### src/rtl/repl_pkg.sv
package repl_pkg;
  typedef enum logic [1:0] {
    POL_FIFO = 2'd0,
    POL_LRU  = 2'd1,
    POL_NRU  = 2'd2,
    POL_RSVD = 2'd3
  } pol_e;
endpackage

### src/rtl/repl_tag_match.sv
module repl_tag_match #(
  parameter int WAYS  = 2,
  parameter int TAG_W = 8,
  parameter int WAY_W = 1
) (
  input  logic [WAYS-1:0]            valid_i,
  input  logic [WAYS-1:0][TAG_W-1:0] tags_i,
  input  logic [TAG_W-1:0]           tag_i,
  output logic                       hit_o,
  output logic [WAY_W-1:0]           hit_way_o,
  output logic                       free_o,
  output logic [WAY_W-1:0]           free_way_o
);
  // Scan from the top down so the lowest index wins.
  always_comb begin
    hit_o      = 1'b0;
    hit_way_o  = '0;
    free_o     = 1'b0;
    free_way_o = '0;
    for (int i = WAYS-1; i >= 0; i--) begin
      if (valid_i[i] && (tags_i[i] == tag_i)) begin
        hit_o     = 1'b1;
        hit_way_o = WAY_W'(i);
      end
      if (!valid_i[i]) begin
        free_o     = 1'b1;
        free_way_o = WAY_W'(i);
      end
    end
  end
endmodule

### src/rtl/repl_age_rank.sv
module repl_age_rank #(
  parameter int WAYS  = 2,
  parameter int WAY_W = 1
) (
  input  logic             clk,
  input  logic             rst_n,
  input  logic             touch_i,
  input  logic [WAY_W-1:0] way_i,
  output logic [WAY_W-1:0] oldest_o
);
  localparam logic [WAY_W-1:0] MAX_AGE = WAY_W'(WAYS-1);

  logic [WAYS-1:0][WAY_W-1:0] age_q, age_d;
  logic [WAY_W-1:0]           touched_age;

  always_comb begin
    touched_age = '0;
    for (int i = 0; i < WAYS; i++)
      if (way_i == WAY_W'(i)) touched_age = age_q[i];
  end

  // The touched way becomes youngest; ways younger than it age by one.
  always_comb begin
    age_d = age_q;
    if (touch_i) begin
      for (int i = 0; i < WAYS; i++) begin
        if (way_i == WAY_W'(i))          age_d[i] = '0;
        else if (age_q[i] < touched_age) age_d[i] = age_q[i] + 1'b1;
      end
    end
  end

  always_comb begin
    oldest_o = '0;
    for (int i = 0; i < WAYS; i++)
      if (age_q[i] == MAX_AGE) oldest_o = WAY_W'(i);
  end

  always_ff @(posedge clk or negedge rst_n) begin
    if (!rst_n) begin
      for (int i = 0; i < WAYS; i++) age_q[i] <= WAY_W'(i);
    end else if (touch_i) begin
      age_q <= age_d;
    end
  end
endmodule

### src/rtl/repl_ref_bits.sv
module repl_ref_bits #(
  parameter int WAYS  = 2,
  parameter int WAY_W = 1
) (
  input  logic             clk,
  input  logic             rst_n,
  input  logic             clr_i,
  input  logic             set_i,
  input  logic [WAY_W-1:0] way_i,
  output logic [WAYS-1:0]  bits_o,
  output logic [WAY_W-1:0] pick_o
);
  logic [WAYS-1:0] bits_q, bits_d, seen;

  // The clear is applied before victim selection and before the set.
  assign seen = clr_i ? '0 : bits_q;

  always_comb begin
    bits_d = seen;
    if (set_i) begin
      for (int i = 0; i < WAYS; i++)
        if (way_i == WAY_W'(i)) bits_d[i] = 1'b1;
    end
  end

  always_comb begin
    pick_o = '0;
    for (int i = WAYS-1; i >= 0; i--)
      if (!seen[i]) pick_o = WAY_W'(i);
  end

  always_ff @(posedge clk or negedge rst_n) begin
    if (!rst_n)                bits_q <= '0;
    else if (clr_i || set_i)   bits_q <= bits_d;
  end

  assign bits_o = bits_q;
endmodule

### src/rtl/way_repl_unit.sv
module way_repl_unit
  import repl_pkg::*;
#(
  parameter int WAYS  = 2,
  parameter int TAG_W = 8,
  parameter int CNT_W = 16,
  localparam int WAY_W = (WAYS > 1) ? $clog2(WAYS) : 1
) (
  input  logic             clk,
  input  logic             rst_n,
  input  logic             acc_valid,
  input  logic [TAG_W-1:0] acc_tag,
  input  logic [1:0]       policy,
  input  logic             ref_clr,
  output logic             rsp_valid,
  output logic             rsp_hit,
  output logic [WAY_W-1:0] rsp_way,
  output logic [CNT_W-1:0] miss_count
);
  // Reset: asserted asynchronously, released on the clock.
  logic [1:0] rs_q;
  logic       srst_n;
  always_ff @(posedge clk or negedge rst_n) begin
    if (!rst_n) rs_q <= 2'b00;
    else        rs_q <= {rs_q[0], 1'b1};
  end
  assign srst_n = rs_q[1];

  logic [WAYS-1:0]            valid_q, valid_d;
  logic [WAYS-1:0][TAG_W-1:0] tag_q, tag_d;
  logic                       hit, free;
  logic [WAY_W-1:0]           hit_way, free_way;
  logic [WAY_W-1:0]           fifo_old, lru_old, nru_pick, victim, acc_way;
  logic [WAYS-1:0]            ref_bits;
  logic                       fill;
  pol_e                       pol;

  assign pol = pol_e'(policy);

  repl_tag_match #(.WAYS(WAYS), .TAG_W(TAG_W), .WAY_W(WAY_W)) match_i (
    .valid_i(valid_q), .tags_i(tag_q), .tag_i(acc_tag),
    .hit_o(hit), .hit_way_o(hit_way), .free_o(free), .free_way_o(free_way)
  );

  assign fill = acc_valid && !hit;

  repl_age_rank #(.WAYS(WAYS), .WAY_W(WAY_W)) fifo_rank_i (
    .clk(clk), .rst_n(srst_n), .touch_i(fill), .way_i(acc_way), .oldest_o(fifo_old)
  );

  repl_age_rank #(.WAYS(WAYS), .WAY_W(WAY_W)) lru_rank_i (
    .clk(clk), .rst_n(srst_n), .touch_i(acc_valid), .way_i(acc_way), .oldest_o(lru_old)
  );

  repl_ref_bits #(.WAYS(WAYS), .WAY_W(WAY_W)) ref_i (
    .clk(clk), .rst_n(srst_n), .clr_i(ref_clr), .set_i(acc_valid),
    .way_i(acc_way), .bits_o(ref_bits), .pick_o(nru_pick)
  );

  always_comb begin
    unique case (pol)
      POL_LRU: victim = lru_old;
      POL_NRU: victim = nru_pick;
      default: victim = fifo_old;
    endcase
  end

  always_comb begin
    if (hit)       acc_way = hit_way;
    else if (free) acc_way = free_way;
    else           acc_way = victim;
  end

  always_comb begin
    valid_d = valid_q;
    tag_d   = tag_q;
    for (int i = 0; i < WAYS; i++) begin
      if (fill && (acc_way == WAY_W'(i))) begin
        valid_d[i] = 1'b1;
        tag_d[i]   = acc_tag;
      end
    end
  end

  always_ff @(posedge clk or negedge srst_n) begin
    if (!srst_n) begin
      valid_q <= '0;
      tag_q   <= '0;
    end else if (fill) begin
      valid_q <= valid_d;
      tag_q   <= tag_d;
    end
  end

  always_ff @(posedge clk or negedge srst_n) begin
    if (!srst_n) begin
      rsp_valid <= 1'b0;
      rsp_hit   <= 1'b0;
      rsp_way   <= '0;
    end else begin
      rsp_valid <= acc_valid;
      if (acc_valid) begin
        rsp_hit <= hit;
        rsp_way <= acc_way;
      end
    end
  end

  always_ff @(posedge clk or negedge srst_n) begin
    if (!srst_n)   miss_count <= '0;
    else if (fill) miss_count <= miss_count + 1'b1;
  end
endmodule

### config.mk
export PLATFORM = sky130hd
export DESIGN_NAME = way_repl_unit
export DESIGN_NICKNAME = d
export VERILOG_FILES = /design/src/rtl/repl_pkg.sv /design/src/rtl/repl_tag_match.sv /design/src/rtl/repl_age_rank.sv /design/src/rtl/repl_ref_bits.sv /design/src/rtl/way_repl_unit.sv
export SDC_FILE = /design/constraint.sdc
export NUM_CORES = 1
export LEC_CHECK = 0
export ABC_AREA = 0
export BUFFER_PORTS_ARGS = -buffer_cell sky130_fd_sc_hd__buf_4
export CELL_PAD_IN_SITES_DETAIL_PLACEMENT = 1
export CELL_PAD_IN_SITES_GLOBAL_PLACEMENT = 1
export CORE_MARGIN = 10
export CORE_UTILIZATION = 50
export CTS_BUF_LIST = sky130_fd_sc_hd__clkbuf_8
export CTS_CLUSTER_SIZE = 28
export DETAILED_ROUTE_END_ITERATION = 6
export PLACE_DENSITY_LB_ADDON = 0.1
export SYNTH_ARGS = -nofsm -noshare
export SYNTH_HDL_FRONTEND = slang
export SYNTH_SLANG_ARGS = --single-unit
### constraint.sdc
create_clock -name clk -period 3.94 [get_ports clk]
set_input_delay 0.591 -clock clk [delete_from_list [all_inputs] [get_ports clk]]
set_output_delay 0.591 -clock clk [all_outputs]
set_load 0.005 [all_outputs]
==> metrics.cfg <==
[grt]
grt_pass1_vias=1670
grt_usage=0.139
grt-ovfl-total=0
grt_max_degree=44
grt_pass1_wl_um=8220
antenna_found_initial=0

[yosys]
yosys-top-cells-area=dfrtp_1 51%, mux2_2 9.0%, xnor2_1 7.0%, xor2_1 5.8%, dfstp_2 2.5%
avgSynthCellArea_um2=12.2
yosysTopAreaCell=dfrtp_1
synth_async_sr_flop_share=1.00
synth_nets=192
synth_area_mm2=0.00213
synth_ff_type=dfrtp_1
synth_commonest_cells=43 x dfrtp_1, 17 x mux2_2, 17 x xnor2_1, 14 x xor2_1, 8 x inv_1
yosysMostFrequentCell=dfrtp_1
synth_seq_cells=45
synth_edf_count=0
yosys_warnings=0
synth_sequential_area_ratio=0.530
syn_inst=175
netlist.area_leader.share=0.506
yosys.cell_types.count=37

[placed_design]
gp_congestion=0.755
dp_hpwl_um=3680
pre_cts_slack_ps=1450
dpl-instance-area_mm2=0.00242
io_buffers=32

[sta]
skew_ps=7.69
fin_ws_ps=1710
fmax_ghz=0.449
finalCritPeriodShare=0.565
max_slew.worst_pin.slew_ps=536
tns_ps=0
period_needed_ps=2230
finalSetupViolations=0
slew_violations=0
slew_headroom=0.642
rsz0062_at_grt=no
hold_violations=0

[cts]
path_clk_slew_ps=70
cts_tree=yes
cts.sinks=45
cts_buffers=5
clk_path_buf_depth=2
post_cts_buffers=0
htree_levels=2
cts_root_buffer=clkbuf_8
clk_latency_ps=300
hold_buffers=0
post_cts_resized=0

[route]
drt_iter0_markers=116
dr.pass1.iters=4
wire_per_inst_um=18.1
viasPerCell=5.54
ant_nets=0
dr_total_vias=1457
finalWirelength_um=4770
route.detailed.drc=0

[critical_path]
arrival_ps=2410
start_kind=primary input
critPathCaptureType=register
reg2reg_slack_ps=1820
cp.required_ps=4120
regToRegStartpoint=ref_i.bits_o[1]$_DFFE_PN0P_
cp_max_fo=8
critPathKind=primary input to register
crit_start=policy[0]

[floorplan]
coreArea_mm2=0.00406
start_util=0.525
ios=33
dieArea_mm2=0.00727
die_height_um=85.2
placementRows=23
die_x_um=85.2

[final_layout]
fin_nets=230
antenna_cells=0
finalInstanceArea_mm2=0.00251
final_util=0.619
drive_gt1_frac=0.324
syn_to_final_growth_pct=17.9

[power_and_ir_drop]
powerDensity_mw_per_mm2=522
p_total_uw=1310
p_leak_uw=0.00110
ir_drop_v=0.000256

[run]
max_cap_viol_count=0

[outcome]
status=finished clean

[worst_hold_path]
hp-class=primary input to asynchronous set/reset pin

[critical path, cell delays in order]
cell and delay (ps):
buf_4 110, inv_1 50, ha_1 130, and4bb_1 190, o22ai_1 120, a21boi_2 320, nor3b_4 490, mux2_2 390
[layout by cell type, fill, tap and decap left out]
cell type | Yosys | layout
a21boi_2 | 1 | 1
a21o_1 | 3 | 3
a21oi_1 | 2 | 2
a22o_1 | 1 | 1
a2bb2oi_1 | 1 | 1
and2_1 | 1 | 1
and3_1 | 1 | 1
and4bb_1 | 1 | 1
buf_4 | 4 | 35
clkbuf_8 | 0 | 6
conb_1 | 1 | 1
dfrtp_1 | 43 | 43
dfstp_2 | 2 | 2
ha_1 | 3 | 3
inv_1 | 8 | 9
mux2_2 | 17 | 17
nand2_1 | 7 | 7
nand3_1 | 6 | 6
nand4_1 | 7 | 7
nor2_1 | 2 | 2
nor2_2 | 1 | 1
nor3_1 | 7 | 7
nor3_2 | 2 | 2
nor3_4 | 1 | 1
nor3b_1 | 2 | 2
nor3b_4 | 1 | 1
nor4_1 | 6 | 6
nor4b_1 | 1 | 1
o21ai_0 | 3 | 3
o21ba_2 | 1 | 1
o21bai_1 | 1 | 1
o22ai_1 | 1 | 1
o31ai_2 | 1 | 1
or2_2 | 1 | 1
or3_1 | 3 | 3
or4_1 | 1 | 1
xnor2_1 | 17 | 17
xor2_1 | 14 | 14
[final cells by class]
cell class | instances | area, um2
clock buffers | 6 | 82.6
clock inverters | 1 | 3.75
fillers | 443 | 1550
inverters | 8 | 30.0
multi-input cells | 118 | 940
flip-flops and latches | 45 | 1130
well taps | 50 | 62.6
repair buffers | 35 | 263
[layer usage]
layer	track usage	wire, um	up-vias
li1	-	-	684
met1	0.155	1900	740
met2	0.243	2600	25
met3	0.0344	183	8
met4	0.0614	80	0
met5	0	0	-
[state kept, by name, summed over array words and instances (netlist names)]
register,count
fifo_rank_i.age_q,2
tag_q,16
rsp_way,1
rs_q,2
rsp_valid,1
ref_i.bits_o,2
rsp_hit,1
valid_q,2
lru_rank_i.age_q,2
miss_count,16
[path summary, 6_finish.rpt]
kind | depth (start not counted) | endpoint
worst max-delay path | 8 | tag_q[12]$_DFFE_PN0P_
worst min-delay path | 1 | rs_q[1]$_DFF_PN0_
worst max register to register | 5 | tag_q[12]$_DFFE_PN0P_
worst min register to register | 1 | tag_q[0]$_DFFE_PN0P_
max in group asynchronous | 1 | lru_rank_i.age_q[1]$_DFFE_PN1P_
min in group clk | 0 | rs_q[1]$_DFF_PN0_
[cells by family (layout without fill, tap and decap cells)]
logic type / count (synthesis) / in the layout / synth area share
flip-flops: 45 / 45 / 0.530
AO/OA/AOI/OAI: 15 / 15 / 0.0529
multiplexers: 17 / 17 / 0.0899
AND/OR/NAND/NOR: 51 / 51 / 0.152
adder cells (fa/ha/maj): 3 / 3 / 0.0176
XOR/XNOR: 31 / 31 / 0.128
other: 1 / 1 / 0.00176
buffers and inverters: 12 / 50 / 0.0282
[where the power goes]
part | internal, uW | switching, uW
combinational | 200 | 158
clock | 137 | 145
sequential | 561 | 108
[per-stage QoR]
step                      instances  hold WS [ps]
after floorplan                 175           295
after global placement          256           331
after detailed placement        256           350
after CTS                       263          51.9
after global routing            263          46.0
final                           263          62.2
Note: power is estimated with default switching activity, not from simulation.
